===== src/rtl/stp_pkg.sv =====
package stp_pkg;

  // Chopper period in system clocks.
  function automatic int chop_cycles(input int clk_hz, input int chop_hz);
    return clk_hz / chop_hz;
  endfunction

  // Blanking window in system clocks, truncated.
  function automatic int blank_cycles(input int clk_hz, input int win_ns);
    longint prod;
    prod = longint'(clk_hz) * longint'(win_ns);
    return int'(prod / 64'd1_000_000_000);
  endfunction

  // Cross-conduction guard for one winding pair: a double request yields none.
  function automatic logic [1:0] pair_guard(input logic [1:0] req);
    return (req == 2'b11) ? 2'b00 : req;
  endfunction

endpackage


===== src/rtl/stp_phase_gate.sv =====
module stp_phase_gate #(
  parameter int NUM_PAIRS = 2,
  localparam int NPH = 2 * NUM_PAIRS
) (
  input  logic           clk,
  input  logic           rst_n,
  input  logic           en,
  input  logic [NPH-1:0] ph_n,
  output logic [NPH-1:0] allowed
);
  import stp_pkg::*;

  logic [NPH-1:0] req_q;

  always_ff @(posedge clk or negedge rst_n) begin
    if (!rst_n)  req_q <= '0;
    else if (en) req_q <= ~ph_n;
  end

  for (genvar p = 0; p < NUM_PAIRS; p++) begin : g_pair
    assign allowed[2*p+1 -: 2] = pair_guard(req_q[2*p+1 -: 2]);
  end

  // sampled requests hold while disabled
  p_req_frozen_r4: assert property (@(posedge clk) disable iff (!rst_n)
    !en |=> $stable(req_q));

endmodule


===== src/rtl/stp_chop_timer.sv =====
module stp_chop_timer #(
  parameter int PERIOD = 1000,
  parameter int BLANK  = 275,
  localparam int CW = (PERIOD > 2) ? $clog2(PERIOD) : 1
) (
  input  logic clk,
  input  logic rst_n,
  input  logic en,
  input  logic trip,
  output logic blank,
  output logic chop_off
);
  localparam logic [CW-1:0] LAST    = CW'(PERIOD - 1);
  localparam logic [CW-1:0] BLANK_L = CW'(BLANK);

  logic [CW-1:0] cnt;
  logic          wrap;

  assign wrap  = (cnt == LAST);
  assign blank = (cnt < BLANK_L);

  always_ff @(posedge clk or negedge rst_n) begin
    if (!rst_n) begin
      cnt      <= '0;
      chop_off <= 1'b0;
    end else if (en) begin
      if (wrap) begin
        cnt      <= '0;
        chop_off <= 1'b0;
      end else begin
        cnt <= cnt + 1'b1;
        if (trip) chop_off <= 1'b1;
      end
    end
  end

  // timebase frozen while disabled
  p_cnt_frozen_r4: assert property (@(posedge clk) disable iff (!rst_n)
    !en |=> ($stable(cnt) && $stable(chop_off)));
  // wrap opens a fresh period
  p_wrap_open_r5: assert property (@(posedge clk) disable iff (!rst_n)
    (en && wrap) |=> (cnt == '0 && !chop_off));
  // trip closes the rest of the period
  p_trip_close_r6: assert property (@(posedge clk) disable iff (!rst_n)
    (en && trip && !wrap) |=> chop_off);

endmodule


===== src/rtl/stp_fault_latch.sv =====
module stp_fault_latch (
  input  logic clk,
  input  logic rst_n,
  input  logic en,
  input  logic oc,
  input  logic ot,
  input  logic blank,
  output logic fault_q
);
  logic oc_hit;
  assign oc_hit = en && oc && !blank;

  always_ff @(posedge clk or negedge rst_n) begin
    if (!rst_n)             fault_q <= 1'b0;
    else if (oc_hit || ot)  fault_q <= 1'b1;
  end

  // overcurrent inside the blanking window is ignored
  p_blank_ignore_r7: assert property (@(posedge clk) disable iff (!rst_n)
    (oc && blank && !ot && !fault_q) |=> !fault_q);
  // overtemperature always latches
  p_ot_latch_r8: assert property (@(posedge clk) disable iff (!rst_n)
    ot |=> fault_q);
  // latch only clears through reset
  p_fault_sticky_r9: assert property (@(posedge clk) disable iff (!rst_n)
    fault_q |=> fault_q);

endmodule


===== src/rtl/stepper_gate_ctrl.sv =====
module stepper_gate_ctrl #(
  parameter int CLK_HZ   = 50_000_000,
  parameter int CHOP_HZ  = 50_000,
  parameter int BLANK_NS = 5_500
) (
  input  logic       clk,
  input  logic       rst_n,
  input  logic       en,
  input  logic [3:0] ph_n,
  input  logic       trip,
  input  logic       oc,
  input  logic       ot,
  output logic [3:0] gate,
  output logic       fault_n
);
  import stp_pkg::*;

  localparam int PERIOD = chop_cycles(CLK_HZ, CHOP_HZ);
  localparam int BLANK  = blank_cycles(CLK_HZ, BLANK_NS);

  logic [3:0] allowed;
  logic       blank;
  logic       chop_off;
  logic       fault_q;

  stp_phase_gate #(.NUM_PAIRS(2)) u_phase (
    .clk(clk), .rst_n(rst_n), .en(en), .ph_n(ph_n), .allowed(allowed)
  );

  stp_chop_timer #(.PERIOD(PERIOD), .BLANK(BLANK)) u_chop (
    .clk(clk), .rst_n(rst_n), .en(en), .trip(trip),
    .blank(blank), .chop_off(chop_off)
  );

  stp_fault_latch u_fault (
    .clk(clk), .rst_n(rst_n), .en(en), .oc(oc), .ot(ot),
    .blank(blank), .fault_q(fault_q)
  );

  assign gate    = (en && !fault_q && !chop_off) ? allowed : 4'b0000;
  assign fault_n = ~fault_q;

  // never both members of a pair
  p_pair_excl_r2: assert property (@(posedge clk) disable iff (!rst_n)
    !(gate[0] && gate[1]) && !(gate[2] && gate[3]));
  // disabled means dark
  p_dis_dark_r3: assert property (@(posedge clk) disable iff (!rst_n)
    !en |-> (gate == 4'b0000));
  // a raised fault flag means dark
  p_fault_dark_r8: assert property (@(posedge clk) disable iff (!rst_n)
    !fault_n |-> (gate == 4'b0000));

endmodule


===== config.mk =====
export PLATFORM = sky130hd
export DESIGN_NAME = stepper_gate_ctrl
export DESIGN_NICKNAME = d
export VERILOG_FILES = /design/src/rtl/stp_pkg.sv /design/src/rtl/stp_phase_gate.sv /design/src/rtl/stp_chop_timer.sv /design/src/rtl/stp_fault_latch.sv /design/src/rtl/stepper_gate_ctrl.sv
export SDC_FILE = /design/constraint.sdc
export NUM_CORES = 1
export LEC_CHECK = 0
export BUFFER_PORTS_ARGS = -buffer_cell sky130_fd_sc_hd__buf_2
export CORE_MARGIN = 1
export CORE_UTILIZATION = 50
export CTS_CLUSTER_SIZE = 25
export DETAILED_ROUTE_END_ITERATION = 8
export PLACE_DENSITY = 0.73
export REMOVE_ABC_BUFFERS = 1
export SYNTH_ARGS = -nofsm -noshare
export SYNTH_HDL_FRONTEND = slang
export SYNTH_SLANG_ARGS = --single-unit

===== constraint.sdc =====
create_clock -name clk -period 1.81 [get_ports clk]
set_input_delay 0.181 -clock clk [delete_from_list [all_inputs] [get_ports clk]]
set_output_delay 0.181 -clock clk [all_outputs]
set_load 0.01 [all_outputs]

==> results_dict.tcl <==
set metrics [dict create \
    status "finished, final reports clean" \
    hold_viol 0 \
    async_reset_ff_share_pct 100 \
    max_stage_delay_ns 0.41 \
    die_w_um 42.0 \
    synth_area_leaders "dfrtp_1 50%, o21ai_0 4.4%, a21oi_1 3.8%" \
    swShare_pct 32.4 \
    synth_top_area_share_pct 50.2 \
    grt_pass1_vias 570 \
    drtIter0Drc 24 \
    startpoint_type "register" \
    power_density_mw_per_mm2 931 \
    clockRootBuffer "clkbuf_4" \
    synth_common_cells "16 x dfrtp_1, 8 x nand2_1, 7 x o21ai_0" \
    yosysUniqueCellTypes 30 \
    globalRoute.totalOverflow 0 \
    path_delay_family "simple AND/OR/NAND/NOR gates" \
    required_ns 1.63 \
    utilization_pct 61.0 \
    core_mm2 0.00151 \
    die_h_um 42.0 \
    maxCapViolations 0 \
    ctsHtreeMaxLevel 1 \
    cts_sinks 16 \
    crit_slowest_cell "dfrtp_1" \
    routed_wl_um 1480 \
    finalSetupViolations 0 \
    comb_power_share_pct 18.8 \
    grt_pass1_wl_um 2520 \
    cp_cell_sequence "or3_1, nor3b_1, buf_2" \
    firstDrtPassIters 4 \
    wire_per_inst_um 13.3 \
    initial_core_util_pct 53.0 \
    vias 675 \
    cts_buffers 3 \
    fin_crit_sh_pct 91.8 \
    dpl_cell_area_um2 887 \
    timing.rr.start "u_chop.cnt[0]$_DFFE_PN0P_" \
    syn_area_um2 798 \
    ys_warn_count 0 \
    ys.flop_type "dfrtp_1" \
    ant_nets 0 \
    slew_headroom_pct 76.2 \
    finalInstanceArea_um2 920 \
    power.internal_w 0.000579 \
    pwr-share-seq_pct 60.0 \
    synth_seq_cells 16 \
    p_sw_w 0.000277 \
    cp_num_buf_inv 1 \
    finClkSkew_ns 0.00366 \
    worstPathMaxFanout 4 \
    critPathCaptureType "primary output" \
    drv_slew 0 \
    cellLeakagePower_nw 0.378 \
    clock_latency_ns 0.28 \
    diodes 0 \
    fill_cells 125 \
    syn_inst 79 \
    track_usage_pct 19.1 \
    syn-mean-instance-area_um2 10.1 \
    critPathKind "reg2out" \
    antenna_found_initial 0 \
    dieArea_mm2 0.00176 \
    rows 14 \
    hpwl_um 1060 \
    tns_ns 0 \
    synth-edff-count 0 \
    port_buffers 14 \
    hold_class "in2reg" \
    clkTransAtPathRegs_ns 0.09 \
    cts_max_path_buffers 2 \
    routabilityCongestion 0.768 \
    tightest_slew_ns 0.357 \
    ctsResizeCount 0 \
    worstHoldStart "ph_n[3]" \
    clkPwrFrac_pct 21.1 \
    seq_area_frac_synth_pct 50.2 \
    max_freq_mhz 602 \
    crit_start "u_fault.fault_q$_DFFE_PN0P_" \
    vdd.ir_drop.worst_mv 0.487 \
    worstPathArrival_ns 1.48 \
    nets 109 \
    synthToLayoutAreaGrowth_pct 15.2 \
    vias_per_cell 6.03 \
    grt_max_degree 17 \
    drive_gt1_share_pct 22.9 \
    synth_top_cell_by_area "dfrtp_1" \
    synthMostInstantiatedCell "dfrtp_1" \
    rsz0062_at_grt "false" \
    ios 15 \
    fin_crit_ns 1.66 \
    drcViolationCount 0 \
    cts_tree "yes" \
]
worst register-to-register path: stages, from the launching register on:
cell and delay [ns]:
dfrtp_1 0.40, ha_1 0.25, nand3_1 0.14, or4_1 0.42, a21oi_1 0.15
placed cells by master (no fill, tap or decap), types with 2 or more instances in the layout:
master,n
a21oi_1,6
buf_2,14
clkbuf_4,3
dfrtp_1,16
nand2_1,8
nand2b_1,2
nand3_1,3
nand4_1,2
nor2_1,3
nor3b_1,4
o21ai_0,7
o31a_1,2
o31ai_1,3
or3_1,3
or4_1,2
xnor2_1,2
per-stage QoR:
stage | cells | setup slack (ns) | hold WS, ns | total power [W]
after detailed placement | 108 | 0.272 | 0.110 | 0.000680
after global placement | 108 | 0.294 | 0.110 | 0.000673
after floorplan | 77 | 0.466 | -0.115 | 0.000621
final | 112 | 0.149 | 0.0619 | 0.000856
after global routing | 112 | 0.0263 | 0.0578 | 0.000916
after CTS | 112 | 0.164 | 0.0566 | 0.000862
power groups by stage:
| stage | registers [W] | clock network, W | logic, W |
|---|---|---|---|
| after floorplan | 0.000502 | 0 | 0.000119 |
| after global placement | 0.000518 | 0 | 0.000155 |
| after detailed placement | 0.000520 | 0 | 0.000160 |
| after CTS | 0.000512 | 0.000187 | 0.000164 |
| after global routing | 0.000528 | 0.000200 | 0.000188 |
| final | 0.000514 | 0.000181 | 0.000161 |
kinds of logic (layout without fill, tap and decap cells):
| group | after synthesis | count (layout) | share of synthesized area (%) |
|---|---|---|---|
| AND/OR/NAND/NOR | 33 | 33 | 25.4 |
| flip-flops | 16 | 16 | 50.2 |
| buffers and inverters | 4 | 21 | 2.04 |
| multiplexers | 1 | 1 | 1.25 |
| XOR/XNOR | 3 | 3 | 3.29 |
| AO/OA/AOI/OAI | 21 | 21 | 16.3 |
| adder cells (fa/ha/maj) | 1 | 1 | 1.57 |
area by class of cell:
cell class | count | area [µm²] | share of cell area, %
Tap cell | 16 | 20.0 | 2.18
Timing Repair Buffer | 16 | 87.6 | 9.52
Inverter | 2 | 7.51 | 0.816
Multi-Input combinational cell | 59 | 382 | 41.5
Sequential cell | 16 | 400 | 43.5
Clock buffer | 3 | 22.5 | 2.45
sequential cells by signal, summed over array words and instances (netlist names):
name,cells
u_fault.fault_q,1
u_chop.chop_off,1
u_chop.cnt,10
u_phase.req_q,4
timing repair:
| item | 4_1_cts | 5_1_grt |
|---|---|---|
| hold endpoints to repair | 16 | 0 |
| buffers inserted | 0 | 0 |
| hold buffers | 1 | 0 |
metal layers:
layer / GRT usage [%] / routed length, µm / vias to the layer above / share of wire, %
li1: - / - / 330 / -
met4: 11.0 / 44 / 0 / 3.0
met2: 28.1 / 632 / 25 / 43
met3: 4.78 / 89 / 7 / 6.0
met5: 0 / 0 / - / 0
met1: 25.5 / 718 / 313 / 48
final timing paths:
| kind | end | slack, ns | cells after the start |
|---|---|---|---|
| min in group asynchronous | u_fault.fault_q$_DFFE_PN0P_ | 0.33 | 2 |
| hold / removal | u_phase.req_q[3]$_DFFE_PN0P_ | 0.06 | 2 |
| setup reg to reg | u_chop.cnt[8]$_DFFE_PN0P_ | 0.39 | 4 |
| max in group asynchronous | u_phase.req_q[0]$_DFFE_PN0P_ | 1.22 | 2 |
| hold reg to reg | u_chop.chop_off$_DFFE_PN0P_ | 0.50 | 2 |
| setup / recovery | gate[3] | 0.15 | 3 |
(Power assumes the default switching activity.)
